==> src/rtl/can_mode_pkg.sv <==
package can_mode_pkg;

  typedef enum logic [1:0] {
    MD_SLEEP = 2'd0,
    MD_RESET = 2'd1,
    MD_HALT  = 2'd2,
    MD_OPER  = 2'd3
  } md_e;

  localparam int unsigned CTL_W   = 16;
  localparam int unsigned BTC_W   = 24;
  localparam int unsigned SLP_BIT = 10;
  localparam logic [CTL_W-1:0] CTL_RST = 16'h0500;
  localparam logic [BTC_W-1:0] BTC_RST = 24'h300001;

  typedef struct packed {
    logic [3:0] seg1;
    logic [9:0] brp;
    logic [1:0] sjw;
    logic [2:0] seg2;
  } btc_t;

  function automatic btc_t btc_unpack(input logic [BTC_W-1:0] w);
    btc_t b;
    b.seg1 = w[23:20];
    b.brp  = w[17:8];
    b.sjw  = w[5:4];
    b.seg2 = w[2:0];
    return b;
  endfunction

  function automatic logic [BTC_W-1:0] btc_pack(input btc_t b);
    return {b.seg1, 2'b00, b.brp, 2'b00, b.sjw, 1'b0, b.seg2};
  endfunction

  // segment 1 at least 4 quanta, segment 2 at least 2 quanta
  function automatic logic btc_legal(input btc_t b);
    return (b.seg1 >= 4'd3) && (b.seg2 >= 3'd1);
  endfunction

  function automatic md_e mode_of_field(input logic [1:0] f);
    case (f)
      2'b00:   return MD_OPER;
      2'b10:   return MD_HALT;
      default: return MD_RESET;
    endcase
  endfunction

  function automatic md_e next_goal(input md_e cur, input logic slp, input logic [1:0] f);
    if (cur == MD_OPER) return mode_of_field(f);
    if (slp)            return MD_SLEEP;
    return mode_of_field(f);
  endfunction

endpackage

==> src/rtl/can_mode_regs.sv <==
module can_mode_regs
  import can_mode_pkg::*;
(
  input  logic             clk,
  input  logic             rst_n,
  input  logic             ctl_we,
  input  logic [CTL_W-1:0] ctl_wdata,
  input  logic             btc_we,
  input  logic [BTC_W-1:0] btc_wdata,
  input  logic             cfg_open,
  input  logic             bo_halt,
  output logic [CTL_W-1:0] ctl_q,
  output btc_t             btc_q
);

  btc_t btc_new;
  logic btc_take;

  assign btc_new  = btc_unpack(btc_wdata);
  assign btc_take = btc_we && cfg_open && btc_legal(btc_new);

  always_ff @(posedge clk or negedge rst_n) begin
    if (!rst_n) begin
      ctl_q <= CTL_RST;
      btc_q <= btc_unpack(BTC_RST);
    end else begin
      if (ctl_we) begin
        ctl_q[CTL_W-1:4] <= ctl_wdata[CTL_W-1:4];
        if (cfg_open) ctl_q[3:0] <= ctl_wdata[3:0];
      end
      if (bo_halt) ctl_q[9:8] <= 2'b10;
      if (btc_take) btc_q <= btc_new;
    end
  end

endmodule

==> src/rtl/can_mode_fsm.sv <==
module can_mode_fsm
  import can_mode_pkg::*;
#(
  parameter int unsigned SYNC_CYCLES = 4
) (
  input  logic       clk,
  input  logic       rst_n,
  input  logic       slp_req,
  input  logic [1:0] mode_fld,
  input  logic [1:0] bor_fld,
  input  logic       bus_off,
  output md_e        cur_q,
  output logic       bo_halt
);

  localparam int unsigned CNT_W = $clog2(SYNC_CYCLES + 1);
  localparam logic [CNT_W-1:0] CNT_LAST = CNT_W'(SYNC_CYCLES - 1);

  md_e             goal;
  md_e             pend_q;
  logic [CNT_W-1:0] cnt_q;
  logic            slow;

  assign goal    = next_goal(cur_q, slp_req, mode_fld);
  assign slow    = (cur_q == MD_RESET) || (goal == MD_RESET);
  assign bo_halt = (cur_q == MD_OPER) && bus_off && (bor_fld == 2'b01);

  always_ff @(posedge clk or negedge rst_n) begin
    if (!rst_n) begin
      cur_q  <= MD_SLEEP;
      pend_q <= MD_SLEEP;
      cnt_q  <= '0;
    end else if (bo_halt) begin
      cur_q  <= MD_HALT;
      pend_q <= MD_HALT;
      cnt_q  <= '0;
    end else if (goal == cur_q) begin
      pend_q <= cur_q;
      cnt_q  <= '0;
    end else if (!slow) begin
      cur_q  <= goal;
      pend_q <= goal;
      cnt_q  <= '0;
    end else if (pend_q != goal) begin
      pend_q <= goal;
      cnt_q  <= CNT_W'(1);
    end else if (cnt_q >= CNT_LAST) begin
      cur_q  <= goal;
      cnt_q  <= '0;
    end else begin
      cnt_q  <= cnt_q + CNT_W'(1);
    end
  end

endmodule

==> src/rtl/can_mode_seq.sv <==
module can_mode_seq
  import can_mode_pkg::*;
#(
  parameter int unsigned SYNC_CYCLES = 4
) (
  input  logic        clk,
  input  logic        rst_n,
  input  logic        ctl_we,
  input  logic [15:0] ctl_wdata,
  input  logic        btc_we,
  input  logic [23:0] btc_wdata,
  input  logic        bus_off,
  output logic [15:0] ctl_rdata,
  output logic [15:0] sts_rdata,
  output logic [23:0] btc_rdata,
  output logic        proto_en,
  output logic [4:0]  seg1_tq,
  output logic [3:0]  seg2_tq,
  output logic [2:0]  sjw_tq,
  output logic [10:0] brp_div
);

  logic [CTL_W-1:0] ctl_q;
  btc_t             btc_q;
  md_e              cur;
  logic             bo_halt;
  logic             cfg_open;

  assign cfg_open = (cur == MD_RESET);

  can_mode_regs u_regs (
    .clk       (clk),
    .rst_n     (rst_n),
    .ctl_we    (ctl_we),
    .ctl_wdata (ctl_wdata),
    .btc_we    (btc_we),
    .btc_wdata (btc_wdata),
    .cfg_open  (cfg_open),
    .bo_halt   (bo_halt),
    .ctl_q     (ctl_q),
    .btc_q     (btc_q)
  );

  can_mode_fsm #(.SYNC_CYCLES(SYNC_CYCLES)) u_fsm (
    .clk      (clk),
    .rst_n    (rst_n),
    .slp_req  (ctl_q[SLP_BIT]),
    .mode_fld (ctl_q[9:8]),
    .bor_fld  (ctl_q[12:11]),
    .bus_off  (bus_off),
    .cur_q    (cur),
    .bo_halt  (bo_halt)
  );

  assign ctl_rdata = ctl_q;
  assign sts_rdata = {5'd0, cur == MD_SLEEP, cur == MD_HALT, cfg_open, 8'd0};
  assign btc_rdata = btc_pack(btc_q);
  assign proto_en  = (cur == MD_OPER);
  assign seg1_tq   = {1'b0, btc_q.seg1} + 5'd1;
  assign seg2_tq   = {1'b0, btc_q.seg2} + 4'd1;
  assign sjw_tq    = {1'b0, btc_q.sjw} + 3'd1;
  assign brp_div   = {1'b0, btc_q.brp} + 11'd1;

endmodule

==> config.mk <==
export PLATFORM = sky130hd
export DESIGN_NAME = can_mode_seq
export DESIGN_NICKNAME = d
export VERILOG_FILES = /design/src/rtl/can_mode_pkg.sv /design/src/rtl/can_mode_regs.sv /design/src/rtl/can_mode_fsm.sv /design/src/rtl/can_mode_seq.sv
export SDC_FILE = /design/constraint.sdc
export NUM_CORES = 1
export LEC_CHECK = 0
export CAP_MARGIN = 25
export CORE_AREA = 2 2 64 112
export DETAILED_ROUTE_END_ITERATION = 10
export DIE_AREA = 0 0 66 114
export DONT_BUFFER_PORTS = 1
export PLACE_DENSITY = 0.51
export SYNTH_ARGS = -nofsm -noshare
export SYNTH_HDL_FRONTEND = slang
export SYNTH_SLANG_ARGS = --single-unit
==> constraint.sdc <==
create_clock -name clk -period 2.3 [get_ports clk]
set_input_delay 0.345 -clock clk [delete_from_list [all_inputs] [get_ports clk]]
set_output_delay 0.345 -clock clk [all_outputs]
set_load 0.01 [all_outputs]
==> results.cfg <==
[route]
vias = 1426
first_iter_violations = 73
wire_per_inst_um = 15.9
vias_per_cell = 4.99
detail-route-antenna-nets = 0
drtPass1Iterations = 4
routed_wirelength_um = 4560
drcViolationCount = 0

[global_routing]
grtUsageTotal_pct = 12.7
antenna_found_initial = 0
grt_pass1_vias = 1516
overflow = 0
grt_max_degree = 43
grt_pass1_wl_um = 7160

[place]
io_buffers = 0
dpl.hpwl_um = 3460
pre_cts_ws_ns = 0.380
place_congestion = 0.678

[floorplan]
die-area_sq_mm = 0.00752
start_util_pct = 33.6
die_h_um = 114
fp.dieW_um = 66
fp-row-count = 40
core_sq_mm = 0.00671
ios = 125

[clocking]
clock-root-buffer = clkbuf_16
cts_tree = yes
cts_resized = 0
post_cts.repair.setup_buffers = 0
cts_sinks = 42
insertion_delay_ns = 0.28
cts_made_buffers = 5
h-tree-depth = 2
clock_path_buffers = 2
clkTransAtPathRegs_ns = 0.06

[sta]
fin_skew_ns = 0.00635
slew_violations = 0
fmax_mhz = 489
fin_setup_tns_ns = 0
min_period_over_period_pct = 88.9
hold_viol = 0
finalSetupViolations = 0
fin_crit_ns = 2.04
rsz0062_at_grt = no
setup_slack_ns = 0.255

[synthesis]
yosys_warnings = 0
synth.area.top_cells = dfrtp_1 41%, mux2_2 9.5%, buf_4 6.7%
synthesis.area_sq_mm = 0.00225
async_flop_share_pct = 100
netlist_top_cells_count = 37 x dfrtp_1, 20 x buf_4, 19 x mux2_2
ys.flop_type = dfrtp_1
synth_edf_count = 0
syn_avg_cell_area_sq_um = 11.4
yosys.cell_types.count = 40
synth_cells = 197
synth.most_common_cell = dfrtp_1
ys_ff_latch = 42
seq_area_frac_synth_pct = 46.9
synth_top_area_share_pct = 41.1
yosysTopAreaCell = dfrtp_1

[critical_path]
cp-end-kind = output port
timing.rr.start = u_regs.ctl_q[10]$_DFFE_PN1P_
required_ns = 1.96
critPathMaxFanout = 6
crit_start = u_regs.btc_q[7]$_DFFE_PN0P_
worst_ep_arrival_time_ns = 1.70
start_kind = flip-flop
reg2reg_setup_slack_ns = 0.38
crit_type = reg2out
critPathMaxStageDelay_ns = 0.48
cp_cell_sequence = and3_1, nand3_1, nor3_1, xor2_1
slowest_stage = dfrtp_1

[layout]
multi_input_area_sq_mm = 0.00101
antennaDiodeCount = 0
nets = 252
area_delta_synth_final_pct = 8.05
n_fill_cell = 683
area.sequential_sq_mm = 0.00106
drive_above_1_share_pct = 24.8

[min_path]
hp-class = in2reg
worstHoldStart = ctl_we

[run]
drv_cap = 0

[pwr]
ir_drop_v = 0.000772
p_leak_nw = 1.09
p_per_area_mw_per_mm2 = 1330

[outcome]
status = complete, no violations
## per-stage QoR
| step | instance area (sq um) | instances | total power [mW] | hold slack, ns | utilization, % |
|---|---|---|---|---|---|
| after global placement | 2260 | 276 | 2.54 | 0.0505 | 33.7 |
| final | 2440 | 286 | 3.23 | 0.124 | 36.3 |
| after floorplan | 2320 | 214 | 2.38 | 0.0494 | - |
| after detailed placement | 2260 | 276 | 2.55 | 0.0507 | 33.7 |
| after CTS | 2440 | 286 | 3.28 | 0.117 | 36.3 |
| after global routing | 2440 | 286 | 3.45 | 0.123 | 36.3 |
## path summary, 6_finish.rpt
path,endpoint,depth (start not counted)
max,brp_div[9],4
min,u_regs.ctl_q[10]$_DFFE_PN1P_,1
max reg2reg,u_fsm.cur_q[0]$_DFFE_PN0P_,5
min reg2reg,u_regs.ctl_q[0]$_DFFE_PN0P_,1
max in group asynchronous,u_regs.ctl_q[8]$_DFFE_PN1P_,2
min in group asynchronous,u_regs.btc_q[8]$_DFFE_PN0P_,2
## logic make-up after synthesis
| kind of cell | share of synthesized area (%) |
|---|---|
| other cells | 0.166 |
| buf+inv | 11.0 |
| simple gates | 11.4 |
| mux | 16.1 |
| compound gates | 6.77 |
| fa+ha+maj | 3.33 |
| xor+xnor | 4.27 |
| flops | 46.9 |
## where the power goes
group	total, mW	switching (mW)	internal, mW
logic	1.07	0.555	0.517
registers	1.46	0.433	1.03
clock network	0.696	0.294	0.402
## layout by cell type (no fill, tap or decap), types with 2 or more instances in the layout
cell and count:
nor2b_1 2, nor3_1 2, ha_1 6, conb_1 18, xnor2_1 6, nand4b_1 2
nand3_1 7, nor2_1 8, dfrtp_1 37, buf_12 2, mux2i_1 3, inv_1 11
mux2_4 8, buf_4 3, o21ai_0 11, a211oi_1 3, and2_1 2, xor2_1 5
and3_1 5, dfstp_2 5, clkbuf_16 5, mux2_2 19, nand2_1 13
## worst max-delay path, delay by kind of cell (launching register included)
| kind | cells | cell delay [ns] |
|---|---|---|
| simple gates | 3 | 0.64 |
| flops | 1 | 0.48 |
| xor+xnor | 1 | 0.30 |
## metal layers
layer | global-route usage (%) | up-vias | share of wire [%]
met5 | 0 | - | 0
met1 | 12.8 | 692 | 34
met2 | 22.8 | 83 | 55
met4 | 5.71 | 0 | 2.0
li1 | - | 645 | -
met3 | 4.44 | 6 | 8.9
## repair_timing
item / in CTS / in global routing
hold buffers: 2 / 0
endpoints found under the setup margin: 0 / 0
hold endpoints to repair: 42 / 0
## flip-flops by register name, summed over array words and instances (netlist names)
signal,flops
u_fsm.pend_q,2
u_regs.ctl_q,16
u_fsm.cur_q,2
u_fsm.cnt_q,3
u_regs.btc_q,19
## layout make-up
| type | instances | area share, % |
|---|---|---|
| Clock inverter | 3 | 0.873 |
| Tap cell | 84 | 4.31 |
| Sequential cell | 42 | 43.4 |
| Inverter | 11 | 1.69 |
| Multi-Input combinational cell | 135 | 41.6 |
| Timing Repair Buffer | 6 | 2.98 |
| Clock buffer | 5 | 5.14 |
Power figures use the tool's default switching activity.
